## src/rtl/boot_pkg.sv

```systemverilog
package boot_pkg;
    localparam int WORD_W         = 24;
    localparam int BYTE_W         = 8;
    localparam int BYTES_PER_WORD = WORD_W / BYTE_W;
    localparam int SLOT_W         = 2;

    typedef enum logic [2:0] {
        ST_IDLE,
        ST_FETCH_LEN,
        ST_FETCH_BYTE,
        ST_WRITE,
        ST_GRANT,
        ST_FINISH
    } boot_state_e;
endpackage

```

## src/rtl/boot_cfg_regs.sv

```systemverilog
module boot_cfg_regs #(
    parameter int PAGE_W = 3,
    parameter int WAIT_W = 3
) (
    input  logic              clk,
    input  logic              rst_n,
    input  logic              wr_en_i,
    input  logic [WAIT_W-1:0] wr_wait_i,
    input  logic [PAGE_W-1:0] wr_page_i,
    input  logic              wr_force_i,
    input  logic              clr_force_i,
    output logic [WAIT_W-1:0] wait_q,
    output logic [PAGE_W-1:0] page_q,
    output logic              force_q
);
    always_ff @(posedge clk or negedge rst_n) begin
        if (!rst_n) begin
            wait_q  <= '1;
            page_q  <= '0;
            force_q <= 1'b1;
        end else begin
            if (wr_en_i) begin
                wait_q <= wr_wait_i;
                page_q <= wr_page_i;
            end
            if (wr_en_i && wr_force_i)
                force_q <= 1'b1;
            else if (clr_force_i)
                force_q <= 1'b0;
        end
    end


    force_clear_chk: assert property (@(posedge clk) disable iff (!rst_n)
        (clr_force_i && !wr_en_i) |=> !force_q);
endmodule

```

## src/rtl/boot_addr_gen.sv

```systemverilog
module boot_addr_gen #(
    parameter int PAGE_W = 3,
    parameter int IDX_W  = 11,
    parameter int SLOT_W = 2,
    parameter int ABUS_W = 14,
    parameter int HI_W   = 2
) (
    input  logic [PAGE_W-1:0] page_i,
    input  logic [IDX_W-1:0]  idx_i,
    input  logic [SLOT_W-1:0] slot_i,
    input  logic              len_phase_i,
    input  logic              active_i,
    output logic [ABUS_W-1:0] addr_o,
    output logic [HI_W-1:0]   hi_o
);
    localparam int OFS_W = IDX_W + SLOT_W;
    localparam int BA_W  = PAGE_W + OFS_W;

    logic [SLOT_W-1:0] lane_ofs;
    logic [OFS_W-1:0]  ofs;
    logic [BA_W-1:0]   baddr;

    always_comb begin
        lane_ofs = {SLOT_W{1'b1}} - slot_i;
        ofs      = len_phase_i ? '0 : {idx_i, lane_ofs};
        baddr    = active_i ? {page_i, ofs} : '0;
    end

    assign addr_o = baddr[ABUS_W-1:0];
    assign hi_o   = baddr[BA_W-1 -: HI_W];
endmodule

```

## src/rtl/boot_word_asm.sv

```systemverilog
module boot_word_asm
    import boot_pkg::*;
#(
    parameter int NLANE = BYTES_PER_WORD
) (
    input  logic                    clk,
    input  logic                    rst_n,
    input  logic                    cap_en_i,
    input  logic [SLOT_W-1:0]       slot_i,
    input  logic [BYTE_W-1:0]       byte_i,
    output logic [NLANE*BYTE_W-1:0] word_o
);
    for (genvar g = 0; g < NLANE; g++) begin : g_lane
        logic [BYTE_W-1:0] lane_q;
        always_ff @(posedge clk or negedge rst_n) begin
            if (!rst_n)
                lane_q <= '0;
            else if (cap_en_i && slot_i == SLOT_W'(g))
                lane_q <= byte_i;
        end
        assign word_o[g*BYTE_W +: BYTE_W] = lane_q;
    end


    slot_range_chk: assert property (@(posedge clk) disable iff (!rst_n)
        cap_en_i |-> (slot_i < SLOT_W'(NLANE)));
endmodule

```

## src/rtl/boot_page_loader.sv

```systemverilog
module boot_page_loader
    import boot_pkg::*;
#(
    parameter int PAGE_W   = 3,
    parameter int WPL_W    = 3,
    parameter int ABUS_W   = 14,
    parameter int DBUS_W   = 24,
    parameter int DLANE_LO = 8,
    parameter int WAIT_W   = 3,
    localparam int IDX_W   = BYTE_W + WPL_W,
    localparam int BADDR_W = PAGE_W + IDX_W + SLOT_W,
    localparam int HI_W    = BADDR_W - ABUS_W
) (
    input  logic              clk,
    input  logic              rst_n,
    input  logic              cfg_we_i,
    input  logic [WAIT_W-1:0] cfg_wait_i,
    input  logic [PAGE_W-1:0] cfg_page_i,
    input  logic              cfg_force_i,
    output logic              force_o,
    input  logic              bus_req_i,
    output logic              bus_gnt_o,
    output logic              ext_strobe_o,
    output logic [ABUS_W-1:0] ext_addr_o,
    output logic [HI_W-1:0]   ext_dhi_o,
    input  logic [DBUS_W-1:0] bus_din_i,
    output logic              ram_we_o,
    output logic [IDX_W-1:0]  ram_addr_o,
    output logic [WORD_W-1:0] ram_wdata_o,
    output logic              done_o
);
    localparam logic [SLOT_W-1:0] LAST_SLOT = SLOT_W'(BYTES_PER_WORD - 1);

    boot_state_e       state_q, state_d, ret_q, ret_d;
    logic [WAIT_W-1:0] wait_q, wcnt_q;
    logic [PAGE_W-1:0] page_q, page_act_q;
    logic [IDX_W-1:0]  idx_q;
    logic [SLOT_W-1:0] slot_q;
    logic              force_q, len_phase, fetching, acc_done;
    logic [BYTE_W-1:0] rd_byte;

    assign rd_byte  = bus_din_i[DLANE_LO +: BYTE_W];
    assign fetching = (state_q == ST_FETCH_LEN) || (state_q == ST_FETCH_BYTE);
    assign acc_done = fetching && (wcnt_q == '0);
    assign force_o  = force_q;

    boot_cfg_regs #(.PAGE_W(PAGE_W), .WAIT_W(WAIT_W)) u_cfg (
        .clk(clk), .rst_n(rst_n),
        .wr_en_i(cfg_we_i), .wr_wait_i(cfg_wait_i), .wr_page_i(cfg_page_i),
        .wr_force_i(cfg_force_i), .clr_force_i(done_o),
        .wait_q(wait_q), .page_q(page_q), .force_q(force_q)
    );

    boot_addr_gen #(.PAGE_W(PAGE_W), .IDX_W(IDX_W), .SLOT_W(SLOT_W),
                    .ABUS_W(ABUS_W), .HI_W(HI_W)) u_addr (
        .page_i(page_act_q), .idx_i(idx_q), .slot_i(slot_q),
        .len_phase_i(len_phase), .active_i(ext_strobe_o),
        .addr_o(ext_addr_o), .hi_o(ext_dhi_o)
    );

    boot_word_asm u_asm (
        .clk(clk), .rst_n(rst_n),
        .cap_en_i(acc_done && state_q == ST_FETCH_BYTE),
        .slot_i(slot_q), .byte_i(rd_byte), .word_o(ram_wdata_o)
    );

    // next state
    always_comb begin
        boot_state_e tgt;
        tgt     = ST_FETCH_BYTE;
        state_d = state_q;
        ret_d   = ret_q;
        unique case (state_q)
            ST_IDLE: begin
                if (bus_req_i) begin
                    state_d = ST_GRANT;
                    ret_d   = ST_IDLE;
                end else if (force_q) begin
                    state_d = ST_FETCH_LEN;
                end
            end
            ST_FETCH_LEN, ST_FETCH_BYTE: begin
                if (wcnt_q == '0) begin
                    if (state_q == ST_FETCH_BYTE && slot_q == LAST_SLOT)
                        tgt = ST_WRITE;
                    if (bus_req_i) begin
                        state_d = ST_GRANT;
                        ret_d   = tgt;
                    end else begin
                        state_d = tgt;
                    end
                end
            end
            ST_WRITE:  state_d = (idx_q == '0) ? ST_FINISH : ST_FETCH_BYTE;
            ST_GRANT:  if (!bus_req_i) state_d = ret_q;
            ST_FINISH: state_d = ST_IDLE;
            default:   state_d = ST_IDLE;
        endcase
    end

    // state register
    always_ff @(posedge clk or negedge rst_n) begin
        if (!rst_n) begin
            state_q <= ST_IDLE;
            ret_q   <= ST_IDLE;
        end else begin
            state_q <= state_d;
            ret_q   <= ret_d;
        end
    end

    // outputs
    always_comb begin
        ext_strobe_o = 1'b0;
        len_phase    = 1'b0;
        bus_gnt_o    = 1'b0;
        ram_we_o     = 1'b0;
        done_o       = 1'b0;
        unique case (state_q)
            ST_FETCH_LEN: begin
                ext_strobe_o = 1'b1;
                len_phase    = 1'b1;
            end
            ST_FETCH_BYTE: ext_strobe_o = 1'b1;
            ST_WRITE:      ram_we_o     = 1'b1;
            ST_GRANT:      bus_gnt_o    = 1'b1;
            ST_FINISH:     done_o       = 1'b1;
            default: ;
        endcase
    end

    assign ram_addr_o = idx_q;

    // datapath counters
    always_ff @(posedge clk or negedge rst_n) begin
        if (!rst_n) begin
            wcnt_q     <= '1;
            idx_q      <= '0;
            slot_q     <= '0;
            page_act_q <= '0;
        end else begin
            if (!fetching || wcnt_q == '0)
                wcnt_q <= wait_q;
            else
                wcnt_q <= wcnt_q - 1'b1;
            if (state_q == ST_IDLE && state_d == ST_FETCH_LEN)
                page_act_q <= page_q;
            if (state_q == ST_FETCH_LEN && wcnt_q == '0) begin
                idx_q  <= {rd_byte, {WPL_W{1'b1}}};
                slot_q <= '0;
            end
            if (state_q == ST_FETCH_BYTE && wcnt_q == '0 && slot_q != LAST_SLOT)
                slot_q <= slot_q + 1'b1;
            if (state_q == ST_WRITE) begin
                slot_q <= '0;
                if (idx_q != '0)
                    idx_q <= idx_q - 1'b1;
            end
        end
    end


    strobe_hold_chk: assert property (@(posedge clk) disable iff (!rst_n)
        (ext_strobe_o && wcnt_q != '0) |=>
        (ext_strobe_o && $stable(ext_addr_o) && $stable(ext_dhi_o)));


    bus_excl_chk: assert property (@(posedge clk) disable iff (!rst_n)
        !(ext_strobe_o && bus_gnt_o));


    grant_after_byte_chk: assert property (@(posedge clk) disable iff (!rst_n)
        ($rose(bus_gnt_o) && $past(ext_strobe_o)) |-> $past(wcnt_q == '0));


    gnt_needs_req_chk: assert property (@(posedge clk) disable iff (!rst_n)
        bus_gnt_o |-> $past(bus_req_i));


    we_pulse_chk: assert property (@(posedge clk) disable iff (!rst_n)
        ram_we_o |=> !ram_we_o);


    done_pulse_chk: assert property (@(posedge clk) disable iff (!rst_n)
        done_o |=> !done_o);
endmodule

```

## config.mk

```make
export PLATFORM = sky130hd
export DESIGN_NAME = boot_page_loader
export DESIGN_NICKNAME = d
export VERILOG_FILES = /design/src/rtl/boot_pkg.sv /design/src/rtl/boot_cfg_regs.sv /design/src/rtl/boot_addr_gen.sv /design/src/rtl/boot_word_asm.sv /design/src/rtl/boot_page_loader.sv
export SDC_FILE = /design/constraint.sdc
export NUM_CORES = 1
export LEC_CHECK = 0
export ABC_AREA = 0
export BUFFER_PORTS_ARGS = -buffer_cell sky130_fd_sc_hd__buf_2
export CAP_MARGIN = 20
export CORE_ASPECT_RATIO = 0.8
export CORE_MARGIN = 10
export CORE_UTILIZATION = 40
export CTS_CLUSTER_DIAMETER = 50
export CTS_CLUSTER_SIZE = 16
export DETAILED_ROUTE_END_ITERATION = 12
export GPL_ROUTABILITY_DRIVEN = 0
export HOLD_SLACK_MARGIN = 0.08
export PLACE_DENSITY = 0.65
export SYNTH_ARGS = -nofsm -noshare
export SYNTH_HDL_FRONTEND = slang
export SYNTH_SLANG_ARGS = --single-unit
export TNS_END_PERCENT = 30
```

## constraint.sdc

```tcl
create_clock -name clk -period 5.52 [get_ports clk]
set_input_delay 0.552 -clock clk [delete_from_list [all_inputs] [get_ports clk]]
set_output_delay 0.552 -clock clk [all_outputs]
set_load 0.01 [all_outputs]
```

Yosys cells after proc, flatten, opt, wreduce, memory -nomap -nowiden. Cells that the tools add are included.

Register bits: 56. Logic and storage cells: 80. Output and inout port bits: 56. Bits of input ports: 35.

Mux-type cells: 28. Equality and inequality tests: 12. Reductions and logical operators: 24. Add/subtract/negate cells: 4.

Operators by type and width (number): 11-bit 2-to-1 mux (3); 3-bit 2-to-1 mux (10); 16-bit 2-to-1 mux (1); 13-bit 2-to-1 mux (1); 3-bit one-hot mux with 4 select lines (1); 1-bit logical AND (11); 11-bit logical NOT (1); 11-bit nonzero test (1); 11-bit by 1-bit subtractor with 11-bit output (second input constant) (1); 1-bit 2-to-1 mux (8); 3-bit by 1-bit equality test with 1-bit output (second input constant) (2); 3-bit by 2-bit equality test with 1-bit output (second input constant) (2); 3-bit equality test (second input constant) (2); 3-bit logical NOT (2); 2-bit 2-to-1 mux (3); 3-bit one-hot mux with 2 select lines (1); 2-bit by 1-bit inequality test with 1-bit output (second input constant) (2); 2-bit inequality test (second input constant) (2); 4-bit AND reduction (1); 2-bit nonzero test (2); 3-bit nonzero test (1); 3-bit by 1-bit subtractor with 3-bit output (second input constant) (1); 2-bit by 1-bit adder with 2-bit output (second input constant) (1); 2-bit by 1-bit equality test with 1-bit output (second input constant) (1); 6 further kinds (7).

Logic depth before layout (Yosys ltp). Gate-level depths: netlist (run 1).

Word-level depth: 8. Mapped depth: 7. Mapped depth without buffers: 6.

Hierarchy. A second synthesis (run 1) with hierarchy kept.

Cells, all modules: 249. Area total of the unflattened synthesis: 2877.8 um2.

Modules (own cells, without submodules): boot_page_loader (instances 1, area an instance 1501.4 um2, cells each 163, seq. area each 604.3 um2); boot_word_asm (instances 1, area an instance 912.1 um2, cells each 51, seq. area each 600.6 um2); boot_cfg_regs (instances 1, area an instance 294.0 um2, cells each 17, seq. area each 180.2 um2); boot_addr_gen (instances 1, area an instance 170.2 um2, cells each 18, seq. area each 0.0 um2).

Worst setup path before layout (run 1). OpenSTA, ideal clock, no wires.

Kind: reg2out. Start: register state_q[0]. End: output port ext_addr_o[10]. Path slack: 3.761 ns. Required time: 4.968 ns. Buffers on the path: 2. Stages on the path, launching flop included: 5. Arrival time: 1.207 ns. Cells stage by stage: dfrtp_1 buf_2 nor3_4 clkbuf_1 and2_1.

Cells in the longest elaborated chain, start to end: 4. Elaborated cells on any way between the ends: 7. Those cells by class: eq/ne (2); mux (4); reduce/logical (1).

RTL lines: start, declared (RTL line boot_page_loader.sv:34) `boot_state_e state_q, state_d, ret_q, ret_d;`; start signal, assigned (RTL line boot_page_loader.sv:107) `state_q <= state_d;`; 3-bit by 1-bit equality test with 1-bit output or 3-bit by 2-bit equality test with 1-bit output (tied branches) (RTL line boot_page_loader.sv:119) `unique case (state_q)`; 1-bit 2-to-1 mux or 2-bit OR reduction (tied branches); 13-bit 2-to-1 mux or 1-bit 2-to-1 mux (tied branches) (RTL line boot_addr_gen.sv:25, boot_page_loader.sv:119); 16-bit 2-to-1 mux * (RTL line boot_addr_gen.sv:26) `baddr = active_i ? {page_i, ofs} : '0;`; end, declared (RTL line boot_page_loader.sv:24) `output logic [ABUS_W-1:0] ext_addr_o,`.

Mark *: on every way between the ends. The rest lies on a longest branch, timed or not.

Final worst setup path (run 1).
Start: register state_q[1]. End: output port ext_addr_o[8].

The elaborated chain is that of the path after synthesis.

==> results of run 1 <==
-- final timing paths --
path	start	end	slack, ns	cells after the start
hold reg to reg	u_cfg.wait_q[0]	wcnt_q[0]	0.48	2
max in group asynchronous	rst_n	u_asm.g_lane[1].lane_q[7]	4.68	2
setup / recovery	state_q[1]	ext_addr_o[8]	2.96	4
min in group clk	cfg_force_i	u_cfg.force_q	0.45	3
hold / removal	rst_n	ram_addr_o[5]	0.37	2
setup reg to reg	state_q[1]	u_asm.g_lane[2].lane_q[7]	3.31	4
-- where the power goes --
part	switching (mW)	internal [mW]	total (mW)
logic	0.316	0.264	0.580
clock network	0.143	0.0929	0.236
registers	0.139	0.536	0.675
total	0.598	0.893	1.49
-- cell families after synthesis --
family	Yosys count	synth area share, %
AND/OR/NAND/NOR	79	16.7
AO/OA/AOI/OAI	40	9.69
adder cells (fa/ha/maj)	8	3.49
XOR/XNOR	5	1.61
buffers and inverters	21	3.08
multiplexers	36	14.6
flip-flops	55	50.8
-- state kept, by name (all words and copies together) (netlist names), 2 cells and up --
signal               flops
u_asm.g_lane.lane_q     24
ram_addr_o              11
page_act_q               3
state_q                  3
u_cfg.page_q             3
u_cfg.wait_q             3
wcnt_q                   3
ret_q                    2
slot_q                   2
-- synthesized netlist by cell type (all sizes together) (3+ instances only) --
master | number | area [um^2]
dfrtp | 48 | 1200
mux2 | 31 | 349
nor2 | 20 | 77.6
inv | 15 | 56.3
a21oi | 13 | 68.8
and2 | 12 | 75.1
nand2 | 12 | 45.0
nor3 | 11 | 76.3
nand3 | 8 | 55.1
dfstp | 7 | 184
ha | 6 | 75.1
o21ai | 6 | 30.0
a31oi | 5 | 31.3
mux2i | 5 | 50.1
a211oi | 4 | 30.0
buf | 4 | 20.0
nand2b | 4 | 25.0
nor2b | 3 | 18.8
xor2 | 3 | 26.3
-- critical path: stages, from the launching register on --
cell	delay, ns
dfrtp_1	0.61
inv_1	0.24
nor3_4	0.53
and2_1	0.20
buf_2	0.13
-- through the flow --
step	worst slack [ns]	instances	area [um^2]	util, %	total power [mW]
floorplan	3.76	244	2730	-	1.04
global placement	3.28	397	3180	48.9	1.25
detailed placement	3.27	397	3180	48.9	1.27
CTS	2.93	405	3270	50.3	1.51
global route	2.75	405	3270	50.3	1.60
finish	2.96	405	3270	50.3	1.49
-- area by class of cell --
type	instances	area (um^2)	area share, %
multi-input combinational	168	1260	38.4
tap	84	105	3.21
clock inverter	3	25.0	0.764
timing repair buffer	75	378	11.5
clock buffer	5	68.8	2.10
inverter	15	56.3	1.72
sequential	55	1390	42.3
-- metal layers --
layer / track usage [%] / wire length [um]
met3: 3.13 / 412
met1: 16.3 / 3290
met2: 19.2 / 3010
met4: 4.22 / 71
met5: 0 / 0
==> impl_metrics.py, run 1 <==
metrics = {
    "outcome": {
        "status": "finished, final reports clean",
    },
    "synth": {
        "syn_inst": 244,
        "syn-num-nets": 285,
        "synth_area_um2": 2730,
        "synthArstFlopShare_pct": 100,
        "yosysWarnings": 0,
        "syn_avg_cell_area_um2": 11.2,
        "ys_seq_area_share_pct": 50.8,
        "synth.distinct_cells": 44,
        "ys.flop_type": "dfrtp_1",
        "synth_edf_count": 0,
        "ys_ff_latch": 55,
    },
    "finish": {
        "layout_commonest_cell": "buf_2",
        "layout-drive-gt1-share_pct": 41.4,
        "fillers": 643,
        "n_antenna_cell": 0,
        "syn_to_final_growth_pct": 20.2,
        "final_cell_mix": "buf_2, dfrtp_1, mux2_2",
        "nets": 361,
    },
    "critical_path": {
        "required_ns": 4.97,
        "worstPathMaxFanout": 13,
        "arrival_ns": 2.01,
        "worstSetupStartpointType": "flip-flop",
        "worstSetupPathType": "reg -> out",
        "cp-end-kind": "primary output",
    },
    "clock_network": {
        "ctsHtreeMaxLevel": 2,
        "cts_sinks": 55,
        "cts-root-buf": "clkbuf_8",
        "cts_setup_buffers": 0,
        "cts_hold_buf": 0,
        "path_clk_slew_ns": 0.11,
        "clock_latency_ns": 0.31,
        "post_cts_resized": 0,
        "cts_max_path_buffers": 2,
        "cts_tree": "built",
        "cts_inserted_buffers": 5,
    },
    "grt": {
        "track_usage_pct": 12.3,
        "gr-total-overflow": 0,
        "grt_max_degree": 56,
        "grt_pass1_vias": 2096,
        "antenna_found_initial": 0,
        "grt_pass1_wl_mm": 10.7,
    },
    "sta": {
        "fin_crit_sh_pct": 46.4,
        "setup_viol": 0,
        "holdWs_ns": 0.367,
        "finalSetupTns_ns": 0,
        "clock_skew_ns": 0.00921,
        "hold_viol": 0,
        "maxSlewHeadroom_pct": 48.5,
        "clock.fmax_mhz": 390,
        "drv_slew": 0,
        "worstMarginPinSlew_ns": 0.771,
        "rsz0062_at_grt": "false",
        "fin_crit_ns": 2.56,
    },
    "routing": {
        "ant_nets": 0,
        "wl_per_cell_um": 16.7,
        "drtIter0Drc": 98,
        "drt_drc_violations_left": 0,
        "vias": 2104,
        "wirelength_mm": 6.78,
        "vias_per_cell": 5.20,
        "first_pass_iters": 4,
    },
    "placed_design": {
        "dp_hpwl_mm": 5.06,
        "port_buffers": 74,
    },
    "floorplanning": {
        "dieArea_um2": 10500,
        "num_io_pins": 91,
        "start_util_pct": 41.9,
        "rows": 26,
        "die_height_um": 93.8,
        "coreArea_um2": 6510,
        "fp.dieW_um": 112,
    },
    "power": {
        "power_density_nw_per_um2": 455,
        "vdd_ir_drop_max_v": 0.000196,
        "p_leak_nw": 1.51,
    },
    "run": {
        "drv_cap": 0,
    },
    "hold_path": {
        "hold_path_class": "in -> async",
    },
}
Note: power is estimated with default switching activity, not from simulation.
==> inputs of run 2 (changes only) <==
- ABC_AREA: 0 -> 1
- PLACE_DENSITY: 0.65 -> 0.64
- clock period: 5.52 -> 2.7 ns (I/O delays scaled with it)
==> run 2 against run 1 <==
Net effect: combinational power increased by 150%; clock-buffer cell count did not move; register-to-register slack worse by 2.4 ns; via count rose by 13%; cell count increased by 24%; worst hold slack worse by 0.22 ns; sequential power is 100% higher; final area grew 3.2%; utilization decreased by 1.1 points; synthesized area is 3.4% higher; clock skew is 0.0034 ns lower; critical path type unchanged; critical endpoint is now ext_addr_o[13].
==> impl_metrics.py, run 2 <==
metrics = {
    "floorplanning": {
        "num_io_pins": 91,
        "coreArea_um2": 6860,
        "rows": 27,
        "die_height_um": 95.1,
        "start_util_pct": 41.1,
        "dieArea_um2": 10800,
        "fp.dieW_um": 114,
    },
    "routing": {
        "drtIter0Drc": 255,
        "drt_drc_violations_left": 0,
        "first_pass_iters": 4,
        "wl_per_cell_um": 14.1,
        "wirelength_mm": 7.06,
        "vias_per_cell": 4.73,
        "ant_nets": 0,
        "vias": 2372,
    },
    "grt": {
        "grt_util_met2_pct": 20.0,
        "antenna_found_initial": 0,
        "gr-total-overflow": 0,
        "use_met3_pct": 4.39,
        "grt_max_degree": 31,
        "grt_pass1_wl_mm": 11.8,
        "grtUsageMet1_pct": 18.4,
        "grt_pass1_vias": 2393,
        "busiest_layer": "met2",
        "track_usage_pct": 13.2,
    },
    "sta": {
        "hold_viol": 0,
        "clock.fmax_mhz": 517,
        "fin_crit_ns": 1.93,
        "drv_slew": 0,
        "fin_crit_sh_pct": 71.6,
        "rsz0062_at_grt": "false",
        "maxSlewHeadroom_pct": 57.5,
        "setup_ws_ns": 0.767,
        "worstMarginPinSlew_ns": 0.638,
        "finalSetupTns_ns": 0,
        "clock_skew_ns": 0.00584,
        "setup_viol": 0,
    },
    "placed_design": {
        "dpl_worst_slack_ns": 0.895,
        "postPlaceCellArea_um2": 3270,
        "dp_hpwl_mm": 5.36,
        "port_buffers": 74,
    },
    "critical_path": {
        "arrival_ns": 1.66,
        "worstPathMaxFanout": 17,
        "timing.rr.start": "ram_addr_o[0]",
        "crit_start": "state_q[2]",
        "slowest_stage": "dfrtp_1",
        "worstPathCellList": "inv_2 -> nand3_4 -> nand2_2 -> inv_1 -> nor2_1 -> buf_2",
        "slowest_delay_ns": 0.46,
        "worstSetupStartpointType": "flip-flop",
        "worstSetupPathType": "reg -> out",
        "r2r_setup_slack_ns": 0.88,
        "r2r_cells": 9,
        "required_ns": 2.43,
        "cp-end-kind": "primary output",
        "cp_top_family": "simple AND/OR/NAND/NOR gates",
        "r2r_end": "ram_addr_o[2]",
        "worst-path-buf-inv": 3,
    },
    "outcome": {
        "status": "finished, final reports clean",
    },
    "synth": {
        "synthArstFlopShare_pct": 100,
        "synth.top_cell.area_share_pct": 42.6,
        "yosysTopAreaCell": "dfrtp_1",
        "syn-num-nets": 377,
        "synthTopCellsByArea": "dfrtp_1, nand2_1, o21ai_2",
        "synth_area_um2": 2820,
        "ys.flop_type": "dfrtp_1",
        "yosys-top-cells-count": "nand2_1, dfrtp_1, inv_1, nor2_1, o21ai_2",
        "yosysMostFrequentCell": "nand2_1",
        "synth_edf_count": 0,
        "ys_seq_area_share_pct": 49.2,
        "syn_avg_cell_area_um2": 8.38,
        "syn_inst": 336,
        "synth.distinct_cells": 28,
        "ys_ff_latch": 55,
        "yosysWarnings": 0,
    },
    "finish": {
        "nets": 454,
        "final_area_um2": 3380,
        "multi_input_area_um2": 1210,
        "layout_commonest_cell": "nand2_1",
        "syn_to_final_growth_pct": 19.9,
        "regArea_um2": 1390,
        "regMostFlops": "u_asm.g_lane.lane_q",
        "largest_register_ffs": 24,
        "fillers": 698,
        "layout-drive-gt1-share_pct": 31.4,
        "n_antenna_cell": 0,
        "final_cell_mix": "nand2_1, buf_2, dfrtp_1",
    },
    "hold_path": {
        "hp-start": "cfg_wait_i[2]",
        "whs_path_depth": 3,
        "holdPathEnd": "u_cfg.wait_q[2]",
        "hold_path_class": "in -> reg",
    },
    "clock_network": {
        "cts_sinks": 55,
        "path_clk_slew_ns": 0.11,
        "cts_max_path_buffers": 2,
        "post_cts_resized": 0,
        "ctsHtreeMaxLevel": 2,
        "cts_inserted_buffers": 5,
        "clock_latency_ns": 0.31,
        "cts_tree": "built",
        "cts_setup_buffers": 0,
        "cts-root-buf": "clkbuf_8",
    },
    "run": {
        "drv_cap": 0,
    },
    "power": {
        "p_leak_nw": 1.75,
        "power_density_nw_per_um2": 978,
        "power_mw": 3.30,
        "vdd_ir_drop_max_v": 0.000460,
    },
}
-- run 2: changes by cell type in the layout (fill, tap and decap cells not counted), moves of 10 or more --
| cell | delta |
|---|---|
| mux2_2 | -31 |
| nor2_1 | +17 |
| o21ai_0 | +15 |
| nand2_1 | +80 |
| a21oi_1 | -10 |
| o21ai_2 | +23 |
| and2_1 | -12 |
| inv_1 | +26 |
-- run 2: metal layers --
layer	vias up	wire (um)
li1	1216	-
met1	1076	3430
met2	80	3030
met3	0	597
met4	0	0
met5	-	0
-- run 2: timing repair --
action | in CTS | in global routing
hold endpoints to repair | 18 | 0
hold buffers | 1 | 0
endpoints found under the setup margin | 0 | 0
-- run 2: kinds of logic after synthesis --
logic type      share of synthesized area, %
simple gates                            23.9
compound gates                          14.7
flops                                   49.2
buf+inv                                 7.95
fa+ha+maj                               2.67
xor+xnor                                1.56
-- run 2: report_power, final --
group | leakage [nW] | internal [mW] | switching, mW | total [mW]
clock | 0.0467 | 0.193 | 0.302 | 0.495
sequential | 0.585 | 1.13 | 0.238 | 1.37
combinational | 1.12 | 0.544 | 0.895 | 1.44
-- run 2: worst max-delay path by stage --
stage	end	slack, ns	depth (start not counted)
global placement	ram_addr_o[1]	0.95	9
floorplan	ram_addr_o[1]	1.17	9
CTS	ext_dhi_o[1]	0.75	6
detailed placement	ram_addr_o[2]	0.90	9
finish	ext_addr_o[13]	0.77	6
global route	ext_dhi_o[1]	0.62	6
-- run 2: final cells by class --
type,count,share of cell area (%)
Inverter,46,5.11
Sequential cell,55,41.0
Timing Repair Buffer,77,12.1
Clock buffer,5,2.04
Tap cell,87,3.22
Clock inverter,3,0.815
Multi-Input combinational cell,228,35.7
-- run 2: worst register-to-register path: cells and delay by family, from the launching register on --
kind | cells | cell delay, ns
DFF | 1 | 0.43
adders and majority gates | 1 | 0.24
and+or+nand+nor | 6 | 0.84
buffers and inverters | 2 | 0.22
-- run 2: metrics by stage --
| stage | util [%] | cells | hold WS [ns] |
|---|---|---|---|
| global route | 49.3 | 501 | 0.147 |
| floorplan | - | 336 | -0.0256 |
| CTS | 49.3 | 501 | 0.137 |
| detailed placement | 47.7 | 492 | 0.335 |
| finish | 49.3 | 501 | 0.149 |
| global placement | 47.7 | 492 | 0.328 |
==> inputs of run 3 (changes only) <==
- clock period: 2.7 -> 2 ns (I/O delays scaled with it)
==> run 3 against run 2 <==
Net effect: final area up 2.0%; via count is 1.3% higher; non-clock buffer count increased by 7; worst hold slack got worse by 0.056 ns; setup slack worse by 0.46 ns; first-iteration DRC count decreased by 25%; sequential power rose by 35%; wire length up 1.0%; combinational power is 37% higher; die area is the same; utilization is 0.97 points higher; clock-buffer cell count stayed put.
==> impl_metrics.py, run 3 (synthesis gave the netlist of run 2 again) <==
metrics = {
    "grt": {
        "grt_max_degree": 56,
        "grt_pass1_wl_mm": 11.9,
        "grt_pass1_vias": 2399,
        "gr-total-overflow": 0,
        "antenna_found_initial": 0,
        "track_usage_pct": 13.2,
    },
    "sta": {
        "maxSlewHeadroom_pct": 52.8,
        "drv_slew": 0,
        "holdWs_ns": 0.0931,
        "setup_ws_ns": 0.304,
        "worstMarginPinSlew_ns": 0.708,
        "finalSetupTns_ns": 0,
        "hold_viol": 0,
        "fin_crit_sh_pct": 84.8,
        "clock_skew_ns": 0.00933,
        "rsz0062_at_grt": "false",
        "fin_crit_ns": 1.70,
        "clock.fmax_mhz": 590,
        "setup_viol": 0,
    },
    "floorplanning": {
        "rows": 27,
        "fp.dieW_um": 114,
        "start_util_pct": 41.1,
        "dieArea_um2": 10800,
        "die_height_um": 95.1,
        "num_io_pins": 91,
        "coreArea_um2": 6860,
    },
    "clock_network": {
        "post_cts_resized": 0,
        "cts_sinks": 55,
        "cts-root-buf": "clkbuf_8",
        "cts_tree": "built",
        "cts_inserted_buffers": 5,
        "ctsHtreeMaxLevel": 2,
        "cts_max_path_buffers": 2,
        "path_clk_slew_ns": 0.10,
        "clock_latency_ns": 0.31,
    },
    "power": {
        "vdd_ir_drop_max_v": 0.000467,
        "power_density_nw_per_um2": 1330,
        "p_leak_nw": 1.78,
    },
    "routing": {
        "wirelength_mm": 7.13,
        "drtIter0Drc": 191,
        "vias": 2402,
        "first_pass_iters": 4,
        "wl_per_cell_um": 14.0,
        "vias_per_cell": 4.73,
        "drt_drc_violations_left": 0,
        "ant_nets": 0,
    },
    "finish": {
        "final_area_um2": 3440,
        "syn_to_final_growth_pct": 22.3,
        "regMostFlops": "u_asm.g_lane.lane_q",
        "largest_register_ffs": 24,
        "n_antenna_cell": 0,
        "layout_commonest_cell": "nand2_1",
        "nets": 461,
        "fillers": 708,
        "layout-drive-gt1-share_pct": 31.8,
        "final_cell_mix": "nand2_1, buf_2, dfrtp_1",
    },
    "placed_design": {
        "dp_hpwl_mm": 5.33,
        "dpl_worst_slack_ns": 0.327,
        "port_buffers": 74,
        "postPlaceCellArea_um2": 3270,
    },
    "outcome": {
        "status": "finished, final reports clean",
    },
    "critical_path": {
        "cp-end-kind": "primary output",
        "required_ns": 1.80,
        "worstSetupPathType": "reg -> out",
        "arrival_ns": 1.50,
        "worstSetupStartpointType": "flip-flop",
        "worstPathMaxFanout": 6,
    },
    "hold_path": {
        "hold_path_class": "in -> reg",
    },
    "run": {
        "drv_cap": 0,
    },
}
run 3: changes by cell type in the layout (fill, tap and decap cells not counted), sizes merged:
cell,change
inv,-1
buf,+4
bufinv,+1
dlygate4sd3,+3
run 3: worst max-delay path, stage by stage (launching register included):
cell	delay, ns
dfrtp_1	0.47
inv_2	0.16
nand3_4	0.10
buf_4	0.17
nor2_1	0.13
buf_2	0.16
run 3: final cells by class:
type | count | area [um^2] | area share (%)
clock buffers | 5 | 68.8 | 2.00
inverters | 46 | 173 | 5.01
repair buffers | 84 | 455 | 13.2
flip-flops and latches | 55 | 1390 | 40.2
multi-input cells | 228 | 1210 | 35.1
well taps | 87 | 109 | 3.16
clock inverters | 3 | 46.3 | 1.34
run 3: what timing repair did:
item / 4_1_cts / 5_1_grt
hold buffers: 3 / 1
hold endpoints to repair: 50 / 1
buffers inserted: 0 / 3
setup endpoints to repair: 0 / 3
run 3: layer usage:
metal	wire length, um	global-route usage (%)
met1	3490	18.2
met2	3070	19.7
met4	19	3.02
met5	0	0
met3	548	4.46
run 3: stage by stage:
step	total power, mW	instances	utilization [%]
floorplan	3.12	336	-
finish	4.58	508	50.2
global route	5.01	508	50.2
global placement	3.79	493	47.6
detailed placement	3.84	493	47.6
CTS	4.60	504	49.8
run 3: worst paths after layout:
check / from / to / slack, ns / depth (start not counted)
setup / recovery: state_q[0] / ext_addr_o[0] / 0.30 / 5
hold / removal: cfg_page_i[2] / u_cfg.page_q[2] / 0.09 / 3
setup reg to reg: ram_addr_o[0] / ram_addr_o[2] / 0.32 / 9
hold reg to reg: u_cfg.wait_q[2] / u_cfg.wait_q[2] / 0.47 / 2
max in group asynchronous: rst_n / ram_addr_o[5] / 0.98 / 3
min in group asynchronous: rst_n / page_act_q[0] / 0.56 / 3
run 3: power breakdown:
part / switching, mW / total, mW / internal, mW
Sequential: 0.321 / 1.85 / 1.53
Combinational: 1.22 / 1.97 / 0.755
Clock: 0.378 / 0.756 / 0.378
Total: 1.91 / 4.58 / 2.66
